===== src/rtl/gce_pkg.sv =====
package gce_pkg;
  // Strobes issued by the controller to the datapath each cycle
  typedef struct packed {
    logic clrList;
    logic pushEntry;
    logic startPass;
    logic divStart;
    logic divSelCmd;
    logic loadCnt;
    logic accCmds;
    logic emitCmd;
    logic emitClose;
    logic nextIdx;
  } gceStrobes_t;

  // Conditions reported by the datapath to the controller
  typedef struct packed {
    logic bufFull;
    logic lastSlot;
    logic divDone;
    logic cntZero;
    logic lastIdx;
    logic remBig;
    logic overflowDet;
  } gceStatus_t;
endpackage


===== src/rtl/gceDivider.sv =====
module gceDivider #(
  parameter int W = 49
) (
  input  logic         clk,
  input  logic         rstN,
  input  logic         start,
  input  logic [W-1:0] num,
  input  logic [W-1:0] den,
  output logic [W-1:0] quot,
  output logic [W-1:0] rem,
  output logic         doneP
);
  localparam int CW = $clog2(W + 1);

  logic [W-1:0] divQ, divR, divDen;
  logic [CW-1:0] divCnt;
  logic divBusy;
  logic [W:0] trial;
  logic ge;

  assign trial = {divR, divQ[W-1]};
  assign ge    = trial >= {1'b0, divDen};

  always_ff @(posedge clk) begin
    if (!rstN) begin
      divQ <= '0; divR <= '0; divDen <= '0;
      divCnt <= '0; divBusy <= 1'b0; doneP <= 1'b0;
    end else if (start) begin
      divQ <= num; divR <= '0; divDen <= den;
      divCnt <= CW'(W); divBusy <= 1'b1; doneP <= 1'b0;
    end else if (divBusy) begin
      divR   <= ge ? W'(trial - {1'b0, divDen}) : trial[W-1:0];
      divQ   <= {divQ[W-2:0], ge};
      divCnt <= divCnt - 1'b1;
      if (divCnt == CW'(1)) begin
        divBusy <= 1'b0;
        doneP   <= 1'b1;
      end
    end else begin
      doneP <= 1'b0;
    end
  end

  assign quot = divQ;
  assign rem  = divR;
endmodule


===== src/rtl/gceDatapath.sv =====
module gceDatapath
  import gce_pkg::*;
#(
  parameter int NS_W      = 32,
  parameter int SPD_W     = 16,
  parameter int MASK_W    = 8,
  parameter int CNT_W     = 14,
  parameter int DEPTH     = 8,
  parameter int BANK_CMDS = 64,
  parameter int MIN_CNT   = 16,
  parameter int BYTE_DIV  = 8000,
  parameter int GIG_SPD   = 1000,
  localparam int PROD_W   = NS_W + SPD_W + 1,
  localparam int IDX_W    = $clog2(DEPTH),
  localparam int OFF_W    = $clog2(BANK_CMDS + 1),
  localparam int ADDR_W   = $clog2(BANK_CMDS) + 1,
  localparam int DATA_W   = CNT_W + MASK_W
) (
  input  logic              clk,
  input  logic              rstN,
  input  gceStrobes_t       st,
  output gceStatus_t        sts,
  input  logic [NS_W-1:0]   inNs,
  input  logic [MASK_W-1:0] inMask,
  input  logic [SPD_W-1:0]  linkSpeed,
  input  logic              bankSel,
  output logic              memWe,
  output logic [ADDR_W-1:0] memAddr,
  output logic [DATA_W-1:0] memData
);
  localparam int MAX_CNT = (1 << CNT_W) - 1;
  localparam int TOT_W   = OFF_W + 1;
  localparam int TOT_LIM = BANK_CMDS + 1;

  logic [NS_W-1:0]   entNs   [DEPTH];
  logic [MASK_W-1:0] entMask [DEPTH];
  logic [IDX_W:0]    numStored;
  logic [IDX_W-1:0]  idx;
  logic [PROD_W-1:0] prod, divNum, divDen, quot, rem, ceilQ, cntReg, remCnt;
  logic [TOT_W-1:0]  total;
  logic [PROD_W:0]   sum;
  logic [OFF_W-1:0]  off;
  logic [MASK_W-1:0] maskOr, curMask;
  logic              bankR, divDone;
  logic [CNT_W-1:0]  lastCnt;

  always_comb begin
    prod = PROD_W'(entNs[idx]) * PROD_W'(linkSpeed);
    if (linkSpeed < SPD_W'(GIG_SPD)) prod = prod << 1;
  end

  assign divNum  = st.divSelCmd ? cntReg + PROD_W'(MAX_CNT - 1) : prod;
  assign divDen  = st.divSelCmd ? PROD_W'(MAX_CNT) : PROD_W'(BYTE_DIV);
  assign ceilQ   = quot + PROD_W'(rem != '0);
  assign curMask = entMask[idx];
  assign sum     = (PROD_W + 1)'(total) + ((cntReg == '0) ? (PROD_W + 1)'(1) : {1'b0, quot});
  assign lastCnt = (remCnt != '0 && remCnt < PROD_W'(MIN_CNT)) ? CNT_W'(MIN_CNT) : remCnt[CNT_W-1:0];

  gceDivider #(.W(PROD_W)) u_div (
    .clk(clk), .rstN(rstN), .start(st.divStart), .num(divNum), .den(divDen),
    .quot(quot), .rem(rem), .doneP(divDone)
  );

  always_ff @(posedge clk) begin
    if (st.pushEntry) begin
      entNs[numStored[IDX_W-1:0]]   <= inNs;
      entMask[numStored[IDX_W-1:0]] <= inMask;
    end
  end

  always_ff @(posedge clk) begin
    if (!rstN) begin
      numStored <= '0; idx <= '0; cntReg <= '0; remCnt <= '0; total <= '0;
      off <= '0; maskOr <= '0; bankR <= 1'b0;
      memWe <= 1'b0; memAddr <= '0; memData <= '0;
    end else begin
      memWe <= 1'b0;
      if (st.clrList) numStored <= '0;
      else if (st.pushEntry) numStored <= numStored + 1'b1;
      if (st.startPass) begin
        idx <= '0; total <= '0; off <= '0; maskOr <= '0; bankR <= bankSel;
      end
      if (st.nextIdx) idx <= idx + 1'b1;
      if (st.loadCnt) begin
        cntReg <= ceilQ;
        remCnt <= ceilQ;
      end
      if (st.accCmds) total <= (sum > (PROD_W + 1)'(TOT_LIM)) ? TOT_W'(TOT_LIM) : sum[TOT_W-1:0];
      if (st.emitCmd) begin
        memWe   <= 1'b1;
        memAddr <= {bankR, off[ADDR_W-2:0]};
        off     <= off + 1'b1;
        if (remCnt > PROD_W'(MAX_CNT)) begin
          memData <= {CNT_W'(MAX_CNT), curMask};
          remCnt  <= remCnt - PROD_W'(MAX_CNT);
        end else begin
          memData <= {lastCnt, curMask};
          remCnt  <= '0;
        end
        if (cntReg != '0) maskOr <= maskOr | curMask;
      end
      if (st.emitClose && off < OFF_W'(BANK_CMDS)) begin
        memWe   <= 1'b1;
        memAddr <= {bankR, off[ADDR_W-2:0]};
        memData <= {CNT_W'(0), ~maskOr};
        off     <= off + 1'b1;
      end
    end
  end

  assign sts.bufFull     = numStored == (IDX_W + 1)'(DEPTH);
  assign sts.lastSlot    = numStored == (IDX_W + 1)'(DEPTH - 1);
  assign sts.divDone     = divDone;
  assign sts.cntZero     = cntReg == '0;
  assign sts.lastIdx     = {1'b0, idx} == numStored - 1'b1;
  assign sts.remBig      = remCnt > PROD_W'(MAX_CNT);
  assign sts.overflowDet = total > TOT_W'(BANK_CMDS);
endmodule


===== src/rtl/gceCtrl.sv =====
module gceCtrl
  import gce_pkg::*;
(
  input  logic        clk,
  input  logic        rstN,
  input  logic        entryValid,
  input  logic        entryLast,
  output logic        entryReady,
  input  gceStatus_t  sts,
  output gceStrobes_t st,
  output logic        done,
  output logic        overflow
);
  typedef enum logic [2:0] {
    S_IDLE, S_DIV1, S_WAIT1, S_DIV2, S_WAIT2, S_CHECK, S_EMIT, S_CLOSE
  } state_t;

  state_t state, nxt;
  logic pass2, accept;

  assign entryReady = (state == S_IDLE) && !sts.bufFull;
  assign accept     = entryValid && entryReady;

  always_comb begin
    st  = '0;
    nxt = state;
    case (state)
      S_IDLE: if (accept) begin
        st.pushEntry = 1'b1;
        if (entryLast || sts.lastSlot) begin
          st.startPass = 1'b1;
          nxt = S_DIV1;
        end
      end
      S_DIV1: begin
        st.divStart = 1'b1;
        nxt = S_WAIT1;
      end
      S_WAIT1: if (sts.divDone) begin
        st.loadCnt = 1'b1;
        nxt = pass2 ? S_EMIT : S_DIV2;
      end
      S_DIV2: begin
        st.divStart  = 1'b1;
        st.divSelCmd = 1'b1;
        nxt = S_WAIT2;
      end
      S_WAIT2: if (sts.divDone) begin
        st.accCmds = 1'b1;
        if (sts.cntZero || sts.lastIdx) nxt = S_CHECK;
        else begin
          st.nextIdx = 1'b1;
          nxt = S_DIV1;
        end
      end
      S_CHECK: begin
        if (sts.overflowDet) begin
          st.clrList = 1'b1;
          nxt = S_IDLE;
        end else begin
          st.startPass = 1'b1;
          nxt = S_DIV1;
        end
      end
      S_EMIT: begin
        st.emitCmd = 1'b1;
        if (!sts.remBig) begin
          if (sts.cntZero || sts.lastIdx) nxt = S_CLOSE;
          else begin
            st.nextIdx = 1'b1;
            nxt = S_DIV1;
          end
        end
      end
      S_CLOSE: begin
        st.emitClose = 1'b1;
        st.clrList   = 1'b1;
        nxt = S_IDLE;
      end
      default: nxt = S_IDLE;
    endcase
  end

  always_ff @(posedge clk) begin
    if (!rstN) begin
      state <= S_IDLE; pass2 <= 1'b0; done <= 1'b0; overflow <= 1'b0;
    end else begin
      state <= nxt;
      if (accept) begin
        done <= 1'b0;
        overflow <= 1'b0;
      end
      if (state == S_CHECK) begin
        if (sts.overflowDet) begin
          done <= 1'b1;
          overflow <= 1'b1;
        end else pass2 <= 1'b1;
      end
      if (state == S_CLOSE) begin
        done  <= 1'b1;
        pass2 <= 1'b0;
      end
    end
  end
endmodule


===== src/rtl/gateCmdEncoder.sv =====
module gateCmdEncoder
  import gce_pkg::*;
#(
  parameter int NS_W      = 32,
  parameter int SPD_W     = 16,
  parameter int MASK_W    = 8,
  parameter int CNT_W     = 14,
  parameter int DEPTH     = 8,
  parameter int BANK_CMDS = 64,
  localparam int ADDR_W   = $clog2(BANK_CMDS) + 1,
  localparam int DATA_W   = CNT_W + MASK_W
) (
  input  logic              clk,
  input  logic              rstN,
  input  logic              entryValid,
  output logic              entryReady,
  input  logic [NS_W-1:0]   entryNs,
  input  logic [MASK_W-1:0] entryMask,
  input  logic              entryLast,
  input  logic [SPD_W-1:0]  linkSpeed,
  input  logic              bankSel,
  output logic              memWe,
  output logic [ADDR_W-1:0] memAddr,
  output logic [DATA_W-1:0] memData,
  output logic              done,
  output logic              overflow
);
  gceStrobes_t st;
  gceStatus_t  sts;

  gceCtrl u_ctrl (
    .clk(clk), .rstN(rstN), .entryValid(entryValid), .entryLast(entryLast),
    .entryReady(entryReady), .sts(sts), .st(st), .done(done), .overflow(overflow)
  );

  gceDatapath #(
    .NS_W(NS_W), .SPD_W(SPD_W), .MASK_W(MASK_W), .CNT_W(CNT_W),
    .DEPTH(DEPTH), .BANK_CMDS(BANK_CMDS)
  ) u_dp (
    .clk(clk), .rstN(rstN), .st(st), .sts(sts), .inNs(entryNs), .inMask(entryMask),
    .linkSpeed(linkSpeed), .bankSel(bankSel),
    .memWe(memWe), .memAddr(memAddr), .memData(memData)
  );
endmodule


===== config.mk =====
export PLATFORM = sky130hd
export DESIGN_NAME = gateCmdEncoder
export DESIGN_NICKNAME = d
export VERILOG_FILES = /design/src/rtl/gce_pkg.sv /design/src/rtl/gceDivider.sv /design/src/rtl/gceDatapath.sv /design/src/rtl/gceCtrl.sv /design/src/rtl/gateCmdEncoder.sv
export SDC_FILE = /design/constraint.sdc
export NUM_CORES = 2
export LEC_CHECK = 0
export CAP_MARGIN = 20
export CORE_ASPECT_RATIO = 0.75
export CORE_MARGIN = 10
export CORE_UTILIZATION = 30
export CTS_BUF_LIST = sky130_fd_sc_hd__clkbuf_4 sky130_fd_sc_hd__clkbuf_8
export CTS_CLUSTER_SIZE = 30
export DETAILED_ROUTE_END_ITERATION = 8
export GPL_TIMING_DRIVEN = 1
export RECOVER_POWER = 25
export SYNTH_ARGS = -nofsm -noshare
export SYNTH_HDL_FRONTEND = slang
export SYNTH_SLANG_ARGS = --single-unit

===== constraint.sdc =====
create_clock -name clk -period 9.3 [get_ports clk]
set_clock_uncertainty 0.15 [all_clocks]
set_input_delay 1.86 -clock clk [delete_from_list [all_inputs] [get_ports clk]]
set_output_delay 1.86 -clock clk [all_outputs]
set_load 0.02 [all_outputs]

# After elaboration in Yosys (flattened, before gate mapping)
# Memory sizes are Yosys's and may differ from the RTL's. A register that Yosys moved wholly into a read port is not among the register bits.
# Cells that the tools add are included.
totals:
  ramBits: 320
  ff_bits: 320
  memories: 2
  wordCells: 165
  out_inout_bits: 33
op_classes:
  add_sub_neg: 10
  multipliers: 1
  mux: 75
  n_lt_le_gt_ge: 7
  bitwise: 5
  eq_ne: 16
  n_reduce_logical: 26
memory_table:
  columns: ["memory", "words", "word_bits", "read_ports", "rd_ports_with_merged_regs", "write_ports", "line_no", "rtl"]
  rows:
  - ["u_dp.entNs", 8, 32, 1, 1, 1, "gceDatapath.sv:35", "logic [NS_W-1:0] entNs [DEPTH];"]
  - ["u_dp.entMask", 8, 8, 1, 1, 1, "gceDatapath.sv:36", "logic [MASK_W-1:0] entMask [DEPTH];"]
ops:
  columns: ["operator", "n"]
  rows:
  - ["$mux 49", 9]
  - ["$reduce_bool 49->1", 3]
  - ["$mux 8", 8]
  - ["$add 8x50->50", 1]
  - ["$ge 50x49->1", 1]
  - ["$gt 50x7->1 const B", 1]
  - ["$add 49x1->49", 1]
  - ["$add 49x14->49 const B", 1]
  - ["$gt 49x14->1 const B", 1]
  - ["$logic_not 49->1", 1]
  - ["$lt 49x5->1 const B", 1]
  - ["$sub 49x14->49 const B", 1]
  - ["$sub 49x49->49", 1]
  - ["$mul 32x16->48", 1]
  - ["$mux 3", 14]
  - ["$mux 7", 5]
  - ["$mux 1", 29]
  - ["$mux 14", 2]
  - ["$pmux 3 s8", 1]
  - ["$mux 22", 1]
  - ["$lt 16x10->1 const B", 1]
  - ["$eq 3x3->1 const B", 4]
  - ["$mux 6", 2]
  - ["$reduce_bool 2->1", 5]
  - ["other kinds (29)", 45]

# Depth between registers and ports, before layout
depth:
  word_depth: 10
  ltp_mapped: 30
  depth_no_buf: 26

# Modules after synthesis
# Synthesis repeated with hierarchy kept, for this count alone.
unflattened:
  hier_cells: 5244
  hier_area_um2: 50034.2
by_module_without_submodules:
  columns: ["mod", "area_each_um2", "cells_per_inst", "n_inst", "seq_area_each_um2"]
  rows:
  - ["gceDatapath", 39718.1, 3962, 1, 12852.3]
  - ["gceDivider", 9859.5, 1223, 1, 3103.0]
  - ["gceCtrl", 456.7, 59, 1, 120.1]

# Least setup slack after synthesis
# No wires, ideal clock.
synth_path:
  path_type: "reg2reg"
  from: "register (tool-made name)"
  to: "register u_dp.u_div.divQ[28], in the netlist u_dp.u_div.quot[28]"
  path_slack_ns: 0.607
  arrival_time_ns: 8.428
  stages_incl_launch_ff: 28
  setup_ns: 0.115
  cell_sequence: "dfxtp_1 > clkbuf_1 > buf_1 > buf_1 > mux4_2 > mux2_2 > and2_1 > fa_1 > inv_1 > fa_1 > fa_1 > fa_1 > inv_1 > fa_1 > inv_1 > fa_1 > inv_1 > ha_1 > a211oi_1 > nor2_1 > o41a_1 > or4_1 > o21ai_0 > o211ai_1 > mux2_2 > a311oi_1 > a21oi_1 > o21a_1"
synth_lines:
  columns: ["item", "line_no", "rtl"]
  rows:
  - ["to (signal assigned)", "gceDivider.sv:33", "divQ <= {divQ[W-2:0], ge};"]
  - ["to (decl)", "gceDivider.sv:15", "logic [W-1:0] divQ, divR, divDen;"]

==> flow_metrics.env <==
export IMPL_core_area_um2=151000
export IMPL_total_negative_setup_slack_ns=0
export IMPL_r2r_end="u_dp.u_div.quot[42]"
export IMPL_synth_async_sr_flop_share=0
export IMPL_final_max_slew_violation_count=0
export IMPL_totalWireLength_mm=130
export IMPL_drt_pass1_iterations=5
export IMPL_floorplan_initialDensity=0.303
export IMPL_final_layout_size_suffix_gt1_frac=0.0964
export IMPL_worst_hold_startpoint="u_dp.memAddr[2]"
export IMPL_post_synth_cell_area_avg_um2=9.68
export IMPL_timing_final_hold_violations=0
export IMPL_met2_usage=0.222
export IMPL_antenna_found_initial=11
export IMPL_grt_first_pass_wirelength_mm=206
export IMPL_reported_max_cap_violation_count=0
export IMPL_number_of_instances_in_the_synthesized_netlist=4718
export IMPL_htree_levels=3
export IMPL_place_ws_ns=0.00377
export IMPL_synth_edf_count=320
export IMPL_min_period_ns=8.84
export IMPL_ys_seq_area_frac=0.331
export IMPL_synth_area_um2=45700
export IMPL_timing_final_ws_setup_ns=0.456
export IMPL_max_freq_mhz=113
export IMPL_clock_transition_at_path_regs_ns=0.06
export IMPL_unrepaired_setup_endpoints_after_global_routing="false"
export IMPL_numCtsBuffers=98
export IMPL_global_route_usage_met1=0.225
export IMPL_clk_latency_ns=0.73
export IMPL_worst_setup_path_start_kind="flip-flop"
export IMPL_boundaryPins=94
export IMPL_critical_path_endpoint_type="flip-flop"
export IMPL_ff2ff_setup_slack_ns=0.46
export IMPL_avgRoutedWirePerCell_um=19.1
export IMPL_placement_rows=123
export IMPL_critPathKind="reg -> reg"
export IMPL_ctsLongestPathBuffers=3
export IMPL_place_congestion=0.889
export IMPL_holdCritPathClass="reg -> reg"
export IMPL_final_cell_count_no_fill=6830
export IMPL_placement_io_buffers=93
export IMPL_met3_usage_in_global_routing=0.0390
export IMPL_final_min_period_over_clock_period=0.951
export IMPL_rr_worst_depth=27
export IMPL_cts_setup_buffers=0
export IMPL_first_global_vias=34810
export IMPL_synthesis_yosys_warnings=0
export IMPL_die_area_um2=168000
export IMPL_synth_flop_cell="edfxtp_1"
export IMPL_ant_nets=0
export IMPL_max_slew_margin=0.211
export IMPL_place_hpwl_mm=97.5
export IMPL_cts_sink_count=596
export IMPL_critical_path_required_ns=9.77
export IMPL_setup_worst_path_end="u_dp.u_div.quot[42]"
export IMPL_placedCellCount=6650
export IMPL_synth_top_cell_area_share=0.210
export IMPL_worst_slew_pin_transition_ns=1.17
export IMPL_setup_viol_count_final=0
export IMPL_die_w_um=470
export IMPL_global_route_usage_total=0.152
export IMPL_clock_tree_from_tritoncts="yes"
export IMPL_routed_via_count=35055
export IMPL_register_bit_total_from_synthesis=596
export IMPL_outcome="finished clean"
export IMPL_grt_busiest_layer="met1"
export IMPL_global_route_overflow_total=0
export IMPL_finish_net_count=5387
export IMPL_die_y_um=358
export IMPL_post_synth_num_cell_types=90
export IMPL_synth_largest_area_cell="edfxtp_1"
export IMPL_cts_root_buf="clkbuf_8"
export IMPL_maximum_number_of_pins_on_one_net_before_global_route_repair=75
export IMPL_remaining_drc_errors=0
export IMPL_post_drt_via_cell_ratio=5.13
export IMPL_drtIter0Drc=3044
export IMPL_worstPathArrival_ns=9.31
export IMPL_timing_critical_path_fanout_max=27
export IMPL_area_growth_synth_to_final_pct=11.8
export IMPL_ys_top_cells_by_area="edfxtp_1 (21%), fa_1 (18%), dfxtp_1 (12%), nand2_1 (4.8%), inv_1 (4.3%)"
export IMPL_total_nets_after_synthesis=5353
## placed cells by master (no fill, tap or decap), types with 15 or more instances in the layout
| cell | synthesis | layout |
|---|---|---|
| mux2_2 | 40 | 40 |
| and2_1 | 192 | 193 |
| clkbuf_8 | 0 | 102 |
| clkdlybuf4s50_1 | 0 | 60 |
| nand2_1 | 579 | 577 |
| mux4_2 | 80 | 80 |
| nand2b_1 | 30 | 30 |
| nor4_1 | 50 | 49 |
| or4_1 | 25 | 24 |
| xnor2_1 | 112 | 112 |
| o21ai_0 | 197 | 196 |
| dlygate4sd3_1 | 0 | 32 |
| o211ai_1 | 26 | 26 |
| dfxtp_1 | 276 | 271 |
| inv_1 | 519 | 518 |
| a31oi_1 | 32 | 32 |
| buf_4 | 2 | 118 |
| or2_2 | 19 | 19 |
| a211oi_1 | 60 | 59 |
| nor2_1 | 285 | 279 |
| clkbuf_4 | 1 | 44 |
| nand3_1 | 84 | 84 |
| nand4_1 | 58 | 58 |
| nor2b_1 | 42 | 41 |
| and3_1 | 32 | 32 |
| a21oi_1 | 281 | 281 |
| o31ai_1 | 15 | 15 |
| xor2_1 | 96 | 96 |
| or3_1 | 21 | 21 |
| edfxtp_1 | 320 | 320 |
| a21o_1 | 37 | 37 |
| mux2i_1 | 62 | 60 |
| ha_1 | 154 | 154 |
| nor3_1 | 99 | 96 |
| fa_1 | 420 | 420 |
## Yosys cell counts (84+ instances only)
cell and number:
nor2_1 285, clkbuf_1 242, and2_1 192, fa_1 420, nor3_1 99, dfxtp_1 276, a21oi_1 281, xnor2_1 112
edfxtp_1 320, o21ai_0 197, xor2_1 96, nand2_1 579, ha_1 154, inv_1 519, nand3_1 84
## per-layer routing
| layer | vias to the layer above | part of all wire |
|---|---|---|
| met5 | - | 0.00038 |
| met4 | 10 | 0.018 |
| met3 | 169 | 0.096 |
| met2 | 1253 | 0.41 |
| met1 | 17490 | 0.48 |
| li1 | 16133 | - |
## worst max-delay path: stages (launching register included)
cell and delay (ns):
dfxtp_4 0.69, buf_4 0.31, mux4_2 0.53, mux2_2 0.46, buf_4 0.25, and2_1 0.17, fa_1 0.53, inv_1 0.05
fa_1 0.49, fa_1 0.51, inv_1 0.05, fa_1 0.49, fa_1 0.55, inv_1 0.05, fa_1 0.53, inv_1 0.04
ha_1 0.35, nor3_1 0.21, nor2_1 0.07, o41a_1 0.14, or4_1 0.51, o211ai_1 0.33, buf_4 0.19, nand4b_1 0.17
nand2_1 0.16, mux2i_1 0.27, o221ai_1 0.16, a221oi_1 0.27
## metrics by stage
step	utilization	hold slack [ns]	cell area [um2]
after floorplan	-	0.276	45700
after global placement	0.325	0.290	49000
after detailed placement	0.325	0.302	49000
after CTS	0.338	0.309	51000
after global routing	0.339	0.341	51000
final	0.339	0.304	51000
## registers in the layout (all words and copies together), names as in the netlist, 7 cells and up, named ones only
signal,cells
u_dp.maskOr,8
u_dp.total,8
u_dp.memData,22
u_dp.off,7
u_dp.entMask,64
u_dp.remCnt,49
u_dp.entNs,256
u_dp.u_div.quot,49
u_dp.cntReg,49
u_dp.u_div.rem,49
u_dp.memAddr,7
## kinds of logic (layout without fill, tap and decap cells)
family / count (synthesis) / in the layout / share of synthesized area
fa+ha+maj: 574 / 574 / 0.226
xor+xnor: 208 / 208 / 0.0399
mux: 183 / 183 / 0.0632
other cells: 0 / 6 / 0
buf+inv: 799 / 905 / 0.0666
simple gates: 1567 / 1567 / 0.166
flops: 596 / 596 / 0.331
compound gates: 791 / 791 / 0.106
## how the worst min path moves through the flow
| stage | depth (start not counted) | slack, ns | end |
|---|---|---|---|
| 6_report | 2 | 0.30 | u_dp.memAddr[2] |
| 5_1_grt | 1 | 0.34 | u_dp.off[6] |
| 4_1_cts | 2 | 0.31 | u_dp.memAddr[2] |
| 3_5_place_dp | 2 | 0.30 | u_dp.memAddr[2] |
| 3_3_place_gp | 2 | 0.29 | u_dp.memAddr[0] |
| 2_1_floorplan | 1 | 0.28 | u_dp.off[6] |
## repair_timing
item                                    CTS  global route
gates resized for setup                   0             2
hold buffers                              0             0
endpoints found under the setup margin    0             7
## final cells by class
type	count	area (um2)
clock buffer	145	1730
antenna	6	15.0
timing repair buffer	214	1840
inverter	519	1950
tap	2000	2500
multi-input combinational	3323	27600
fill	15213	99600
sequential	596	15100
clock inverter	27	274
Power is left out: the tool's default activity adds up to more than one toggle a clock period on the data nets, which glitch-free logic cannot reach.
